--- src/rtl/accpu_pkg.sv ---
package accpu_pkg;
  localparam int NSTEP = 8;

  localparam int unsigned OPI_LOAD  = 0;
  localparam int unsigned OPI_ADD   = 1;
  localparam int unsigned OPI_STORE = 2;
  localparam int unsigned OPI_BRZ   = 3;

  typedef struct packed {
    logic pc_out;
    logic pc_in;
    logic pc_incr;
    logic mar_in;
    logic mdr_in;
    logic mdr_out;
    logic ir_in;
    logic ir_out;
    logic acc_in;
    logic acc_out;
    logic alu_add;
    logic tmp_out;
    logic rd;
    logic wr;
    logic last;
  } strobe_t;
endpackage

--- src/rtl/accpu_ring.sv ---
module accpu_ring #(
  parameter int N = 8
) (
  input  logic         clk,
  input  logic         rst,
  input  logic         last,
  output logic [N-1:0] t
);
  localparam logic [N-1:0] FIRST = N'(1);

  always_ff @(posedge clk) begin
    if (rst || last) t <= FIRST;
    else             t <= {t[N-2:0], t[N-1]};
  end
endmodule

--- src/rtl/accpu_ctrl.sv ---
module accpu_ctrl
  import accpu_pkg::*;
#(
  parameter int OPW   = 2,
  parameter int NSTEP = 8
) (
  input  logic             clk,
  input  logic             rst,
  input  logic [NSTEP-1:0] t,
  input  logic [OPW-1:0]   opcode,
  input  logic             acc_zero,
  output strobe_t          s
);
  localparam int NOP = 1 << OPW;

  logic [NOP-1:0] dec;
  logic [NOP-1:0] dec_q;

  generate
    for (genvar g = 0; g < NOP; g++) begin : g_dec
      assign dec[g] = (opcode == OPW'(g));
    end
  endgenerate

  // opcode lines are latched in the decode step and stay valid through T7
  always_ff @(posedge clk) begin
    if (rst)       dec_q <= '0;
    else if (t[3]) dec_q <= dec;
  end

  logic ld, ad, st, bz, mem_op;
  assign ld     = dec_q[OPI_LOAD];
  assign ad     = dec_q[OPI_ADD];
  assign st     = dec_q[OPI_STORE];
  assign bz     = dec_q[OPI_BRZ];
  assign mem_op = ld | ad | st;

  always_comb begin
    s         = '0;
    s.pc_out  = t[0];
    s.mar_in  = t[0] | (mem_op & t[4]);
    s.rd      = t[1] | ((ld | ad) & t[5]);
    s.pc_incr = t[1];
    s.mdr_out = t[2] | (ld & t[6]);
    s.ir_in   = t[2];
    s.ir_out  = (mem_op & t[4]) | (bz & acc_zero & t[4]);
    s.pc_in   = bz & acc_zero & t[4];
    s.acc_out = (ad & t[6]) | (st & t[5]);
    s.alu_add = ad & t[6];
    s.mdr_in  = st & t[5];
    s.wr      = st & t[6];
    s.tmp_out = ad & t[7];
    s.acc_in  = (ld & t[6]) | (ad & t[7]);
    s.last    = (ld & t[6]) | (ad & t[7]) | (st & t[6]) | (bz & t[5]);
  end
endmodule

--- src/rtl/accpu_dp.sv ---
module accpu_dp
  import accpu_pkg::*;
#(
  parameter int DW = 12,
  parameter int AW = 10
) (
  input  logic          clk,
  input  logic          rst,
  input  strobe_t       s,
  input  logic [DW-1:0] mem_rdata,
  output logic [AW-1:0] pc,
  output logic [AW-1:0] mar,
  output logic [DW-1:0] mdr,
  output logic [DW-1:0] ir,
  output logic [DW-1:0] acc,
  output logic          acc_zero
);
  localparam int PADW = DW - AW;

  logic [DW-1:0] bus;
  logic [DW-1:0] tmp;

  // single internal bus: the strobes enable at most one source per step
  always_comb begin
    bus = '0;
    if (s.pc_out)  bus = bus | {{PADW{1'b0}}, pc};
    if (s.ir_out)  bus = bus | {{PADW{1'b0}}, ir[AW-1:0]};
    if (s.mdr_out) bus = bus | mdr;
    if (s.acc_out) bus = bus | acc;
    if (s.tmp_out) bus = bus | tmp;
  end

  always_ff @(posedge clk) begin
    if (rst) begin
      pc  <= '0;
      mar <= '0;
      mdr <= '0;
      ir  <= '0;
      acc <= '0;
      tmp <= '0;
    end else begin
      if (s.pc_in)        pc  <= bus[AW-1:0];
      else if (s.pc_incr) pc  <= pc + AW'(1);
      if (s.mar_in)       mar <= bus[AW-1:0];
      if (s.rd)           mdr <= mem_rdata;
      else if (s.mdr_in)  mdr <= bus;
      if (s.ir_in)        ir  <= bus;
      if (s.acc_in)       acc <= bus;
      if (s.alu_add)      tmp <= bus + mdr;
    end
  end

  assign acc_zero = (acc == '0);
endmodule

--- src/rtl/accpu_top.sv ---
module accpu_top
  import accpu_pkg::*;
#(
  parameter int DW  = 12,
  parameter int AW  = 10,
  parameter int OPW = 2
) (
  input  logic             clk,
  input  logic             rst,
  output logic [AW-1:0]    mem_addr,
  output logic             mem_rd,
  output logic             mem_wr,
  output logic [DW-1:0]    mem_wdata,
  input  logic [DW-1:0]    mem_rdata,
  output logic [AW-1:0]    pc_o,
  output logic [DW-1:0]    acc_o,
  output logic [NSTEP-1:0] tstate_o
);
  strobe_t          s;
  logic [NSTEP-1:0] t;
  logic [AW-1:0]    pc, mar;
  logic [DW-1:0]    mdr, ir, acc;
  logic             acc_zero;

  accpu_ring #(.N(NSTEP)) u_ring (
    .clk (clk),
    .rst (rst),
    .last(s.last),
    .t   (t)
  );

  accpu_ctrl #(.OPW(OPW), .NSTEP(NSTEP)) u_ctrl (
    .clk     (clk),
    .rst     (rst),
    .t       (t),
    .opcode  (ir[DW-1 -: OPW]),
    .acc_zero(acc_zero),
    .s       (s)
  );

  accpu_dp #(.DW(DW), .AW(AW)) u_dp (
    .clk      (clk),
    .rst      (rst),
    .s        (s),
    .mem_rdata(mem_rdata),
    .pc       (pc),
    .mar      (mar),
    .mdr      (mdr),
    .ir       (ir),
    .acc      (acc),
    .acc_zero (acc_zero)
  );

  assign mem_addr  = mar;
  assign mem_wdata = mdr;
  assign mem_rd    = s.rd;
  assign mem_wr    = s.wr;
  assign pc_o      = pc;
  assign acc_o     = acc;
  assign tstate_o  = t;
endmodule

--- config.mk ---
export PLATFORM = sky130hd
export DESIGN_NAME = accpu_top
export DESIGN_NICKNAME = d
export VERILOG_FILES = /design/src/rtl/accpu_pkg.sv /design/src/rtl/accpu_ring.sv /design/src/rtl/accpu_ctrl.sv /design/src/rtl/accpu_dp.sv /design/src/rtl/accpu_top.sv
export SDC_FILE = /design/constraint.sdc
export NUM_CORES = 1
export LEC_CHECK = 0
export BUFFER_PORTS_ARGS = -buffer_cell sky130_fd_sc_hd__buf_2
export CAP_MARGIN = 40
export CORE_MARGIN = 1.5
export CORE_UTILIZATION = 60
export DETAILED_ROUTE_END_ITERATION = 10
export PLACE_DENSITY = 0.85
export SLEW_MARGIN = 20
export SYNTH_ARGS = -nofsm -noshare
export SYNTH_HDL_FRONTEND = slang
export SYNTH_SLANG_ARGS = --single-unit
--- constraint.sdc ---
create_clock -name clk -period 6.5 [get_ports clk]
set_input_delay 1.3 -clock clk [delete_from_list [all_inputs] [get_ports clk]]
set_output_delay 1.3 -clock clk [all_outputs]
set_load 0.02 [all_outputs]
==> run summary <==
type of the worst min-delay path: reg2reg
placer congestion estimate: 0.901
# fillers: 509
FF-to-FF Start: u_dp.acc[7]
1st-pass router iterations: 6
Worst path depth: 12
Post-route DRC: 0
slew of the pin with the lowest slew margin: 0.795 ns
area of the core: 6350 um^2
hold buffer count at cts: 0
PD cells: 225 nW/um^2
VDD IR-drop max: 0.000156 V
row count: 29
routed wire length: 11.0 mm
hold path depth: 2
# Max-Cap Violations: 0
initial antenna violation count: 0
Synth Instances: 454
Pwr Total: 1.01 mW
synth warn: 0
DPL Wire Length: 7.89 mm
Cell variety after synth: 55
H-tree lvl count: 3
crit share post-route: 54.4%
largest net degree at the start of global routing: 54
Critical Path RT: 6.71 ns
status: complete, no violations
Max FO, Critical Path: 12
CP max stage cell: nor4_1
Setup crit start kind: register
Post-synth ARST share: 0%
global-route wire length before repair: 17.4 mm
Mapped Nets: 481
DIE AREA: 7050 um^2
Synth-to-Final Area Change: 14.0%
Mean Syn Cell Area: 8.66 um^2
vias in the first global route: 3360
Slew Viols, Final: 0
area leader, netlist: dfxtp_1
Clk Latency, worst-skew pair: 0.36 ns
CTS sink count: 80
endpoints failing setup: 0
register bit total from synthesis: 80
CP peak stage delay: 0.52 ns
CTS Buf Count: 9
Synth area leaders: dfxtp_1 41%, a211oi_1 6.5%, nand2_1 4.5%
CTS resizes: 0
post-route minimum period: 3.54 ns
WP data arrival: 3.75 ns
Worst Path Buf+Inv: 2
CP startpoint: u_dp.acc[7]
setup TNS: 0 ns
RSZ-0062 raised after global routing: false
post-synth top area share: 40.7%
Setup CP Type: reg2reg
Register Area: 1600 um^2
Initial Util: 61.9%
Reg2Reg Depth: 12
DR WL/cell: 18.8 um
Worst R2R Setup Slack: 2.96 ns
clk buf depth: 2
EDFF count, synth: 0
GRT Residual Overflow: 0
RR Endpoint: u_dp.tmp[10]
Die X-Extent: 83.9 um
post-place setup slack: 3.07 ns
fmax: 283 MHz
fin nets: 533
post-synthesis cell area: 3930 um^2
most frequent cell on the critical path: o221ai_1
CTS tree: built
PnR worst setup slack: 2.96 ns
Seq/Total Area, Yosys: 40.7%
Post-CTS Setup Bufs: 0
gate family responsible for the most delay along the worst path: simple AND/OR/NAND/NOR gates
critical path endpoint: u_dp.tmp[10]
CP Capture Type: register
worst-path cell chain: nor4_1, nand4_1, buf_6, nand2_4, a21oi_2, inv_1, ha_1, a21oi_1, o221ai_1, a211o_1, nand2_1, o221ai_1
Port Buf Inserts: 67
Static Leak: 1.89 nW
Post-synth top flop: dfxtp_1
Max-slew headroom: 47.0%
via count: 3836
I/O pins: 68
share of cells above drive strength 1: 20.0%
clk root buf: clkbuf_8
Via density: 6.52
area of the multi-input gates: 2130 um^2
global-route usage over all layers: 31.5%
Die Height: 83.9 um
Reg clk slew, reported paths: 0.08 ns
antenna fix cells: 0
DR iter-0 viols: 499
DRT antenna net count: 0
Fin Clk Skew: 0.00775 ns
final hold vios: 0
==> synthesized netlist by cell type (11+ instances only) <==
| cell type | number |
|---|---|
| a211oi_1 | 34 |
| a21oi_1 | 19 |
| a21oi_2 | 11 |
| a222oi_1 | 11 |
| a22oi_1 | 20 |
| clkbuf_1 | 14 |
| dfxtp_1 | 80 |
| ha_1 | 12 |
| inv_1 | 15 |
| nand2_1 | 47 |
| nand3_1 | 15 |
| nor2_1 | 47 |
| nor3_1 | 11 |
==> through the flow <==
stage	cells	utilization [%]	area, um^2	hold slack, ns
after global placement	571	66.8	4240	0.449
after CTS	588	70.6	4480	0.466
final	588	70.6	4480	0.466
after global routing	588	70.6	4480	0.488
after floorplan	454	-	3930	0.431
after detailed placement	572	67.0	4250	0.455
==> registers in the layout (all words and copies together), names as in the netlist <==
| register | cells |
|---|---|
| u_ctrl.dec_q | 4 |
| u_dp.mdr | 12 |
| u_dp.pc | 10 |
| u_ring.t | 8 |
| u_dp.acc | 12 |
| u_dp.mar | 10 |
| u_dp.ir | 12 |
| u_dp.tmp | 12 |
==> per-layer routing <==
metal  vias up  wire [um]  track usage, %  part of all wire, %
li1       1790          -               -                    -
met1      1818       4760            44.6                   43
met2       209       5110            48.3                   46
met3        19        952            5.24                  8.6
met4         0        201            11.6                  1.8
met5         -          0               0                    0
==> worst min-delay path, delay by kind of cell, from the launching register on <==
family | cells | cell delay (ns)
compound gates | 1 | 0.05
flops | 1 | 0.32
simple gates | 1 | 0.05
==> area by class of cell <==
type                       instances  area share (%)
timing repair buffer              70            8.07
tap                               77            2.15
clock buffer                      10            3.07
clock inverter                     6            2.04
multi-input combinational        329            47.6
sequential                        80            35.7
inverter                          16            1.34
==> worst min path at each step <==
| stage | start | end |
|---|---|---|
| 2_1_floorplan | u_dp.tmp[3] | u_dp.tmp[3] |
| 6_report | u_dp.tmp[1] | u_dp.tmp[1] |
| 5_1_grt | u_dp.tmp[3] | u_dp.tmp[3] |
| 3_3_place_gp | u_dp.tmp[1] | u_dp.tmp[1] |
| 3_5_place_dp | u_dp.tmp[1] | u_dp.tmp[1] |
| 4_1_cts | u_dp.tmp[1] | u_dp.tmp[1] |
==> cells in the final DEF (no fill, tap or decap), types with 2 or more instances in the layout <==
cell type,netlist,layout
a21oi_2,11,11
nor4_1,2,2
dfxtp_1,80,80
nor3_1,11,11
a21o_1,3,3
nand3b_1,2,2
xnor2_1,6,6
nor2_1,47,47
buf_2,6,67
o221ai_1,3,3
o31ai_1,3,3
o21a_1,2,2
o21ai_0,9,9
bufinv_16,0,2
nand4_1,4,4
mux2i_1,4,4
or3_1,4,4
a22oi_1,20,20
nor4b_1,3,3
o22ai_1,10,10
xor2_1,6,6
nand2_1,47,47
inv_1,15,15
clkinvlp_4,0,3
ha_1,12,12
clkbuf_8,0,10
buf_4,3,2
nand3_1,15,15
a21oi_1,19,19
or4_1,2,2
a222oi_1,11,11
and3_1,3,3
nand2b_1,6,6
a211oi_1,34,34
a31oi_1,2,2
and2_1,10,10
==> power by group <==
group	internal [mW]	leakage, nW	switching (mW)
Clock	0.228	0.105	0.190
Combinational	0.0271	1.13	0.0493
Sequential	0.500	0.649	0.0145
Total	0.755	1.89	0.254
==> kinds of logic (layout without fill, tap and decap cells) <==
kind of cell	after synthesis	count (layout)	synth area share, %
AOI/OAI and AO/OA	138	138	26.5
xor gates and xnor gates	12	12	2.67
adders and majority gates	13	13	4.33
buffers and inverters	45	102	4.96
DFF	80	80	40.7
muxes	4	4	1.02
and+or+nand+nor	162	162	19.7
No activity file was read; power rests on OpenSTA's default activity.
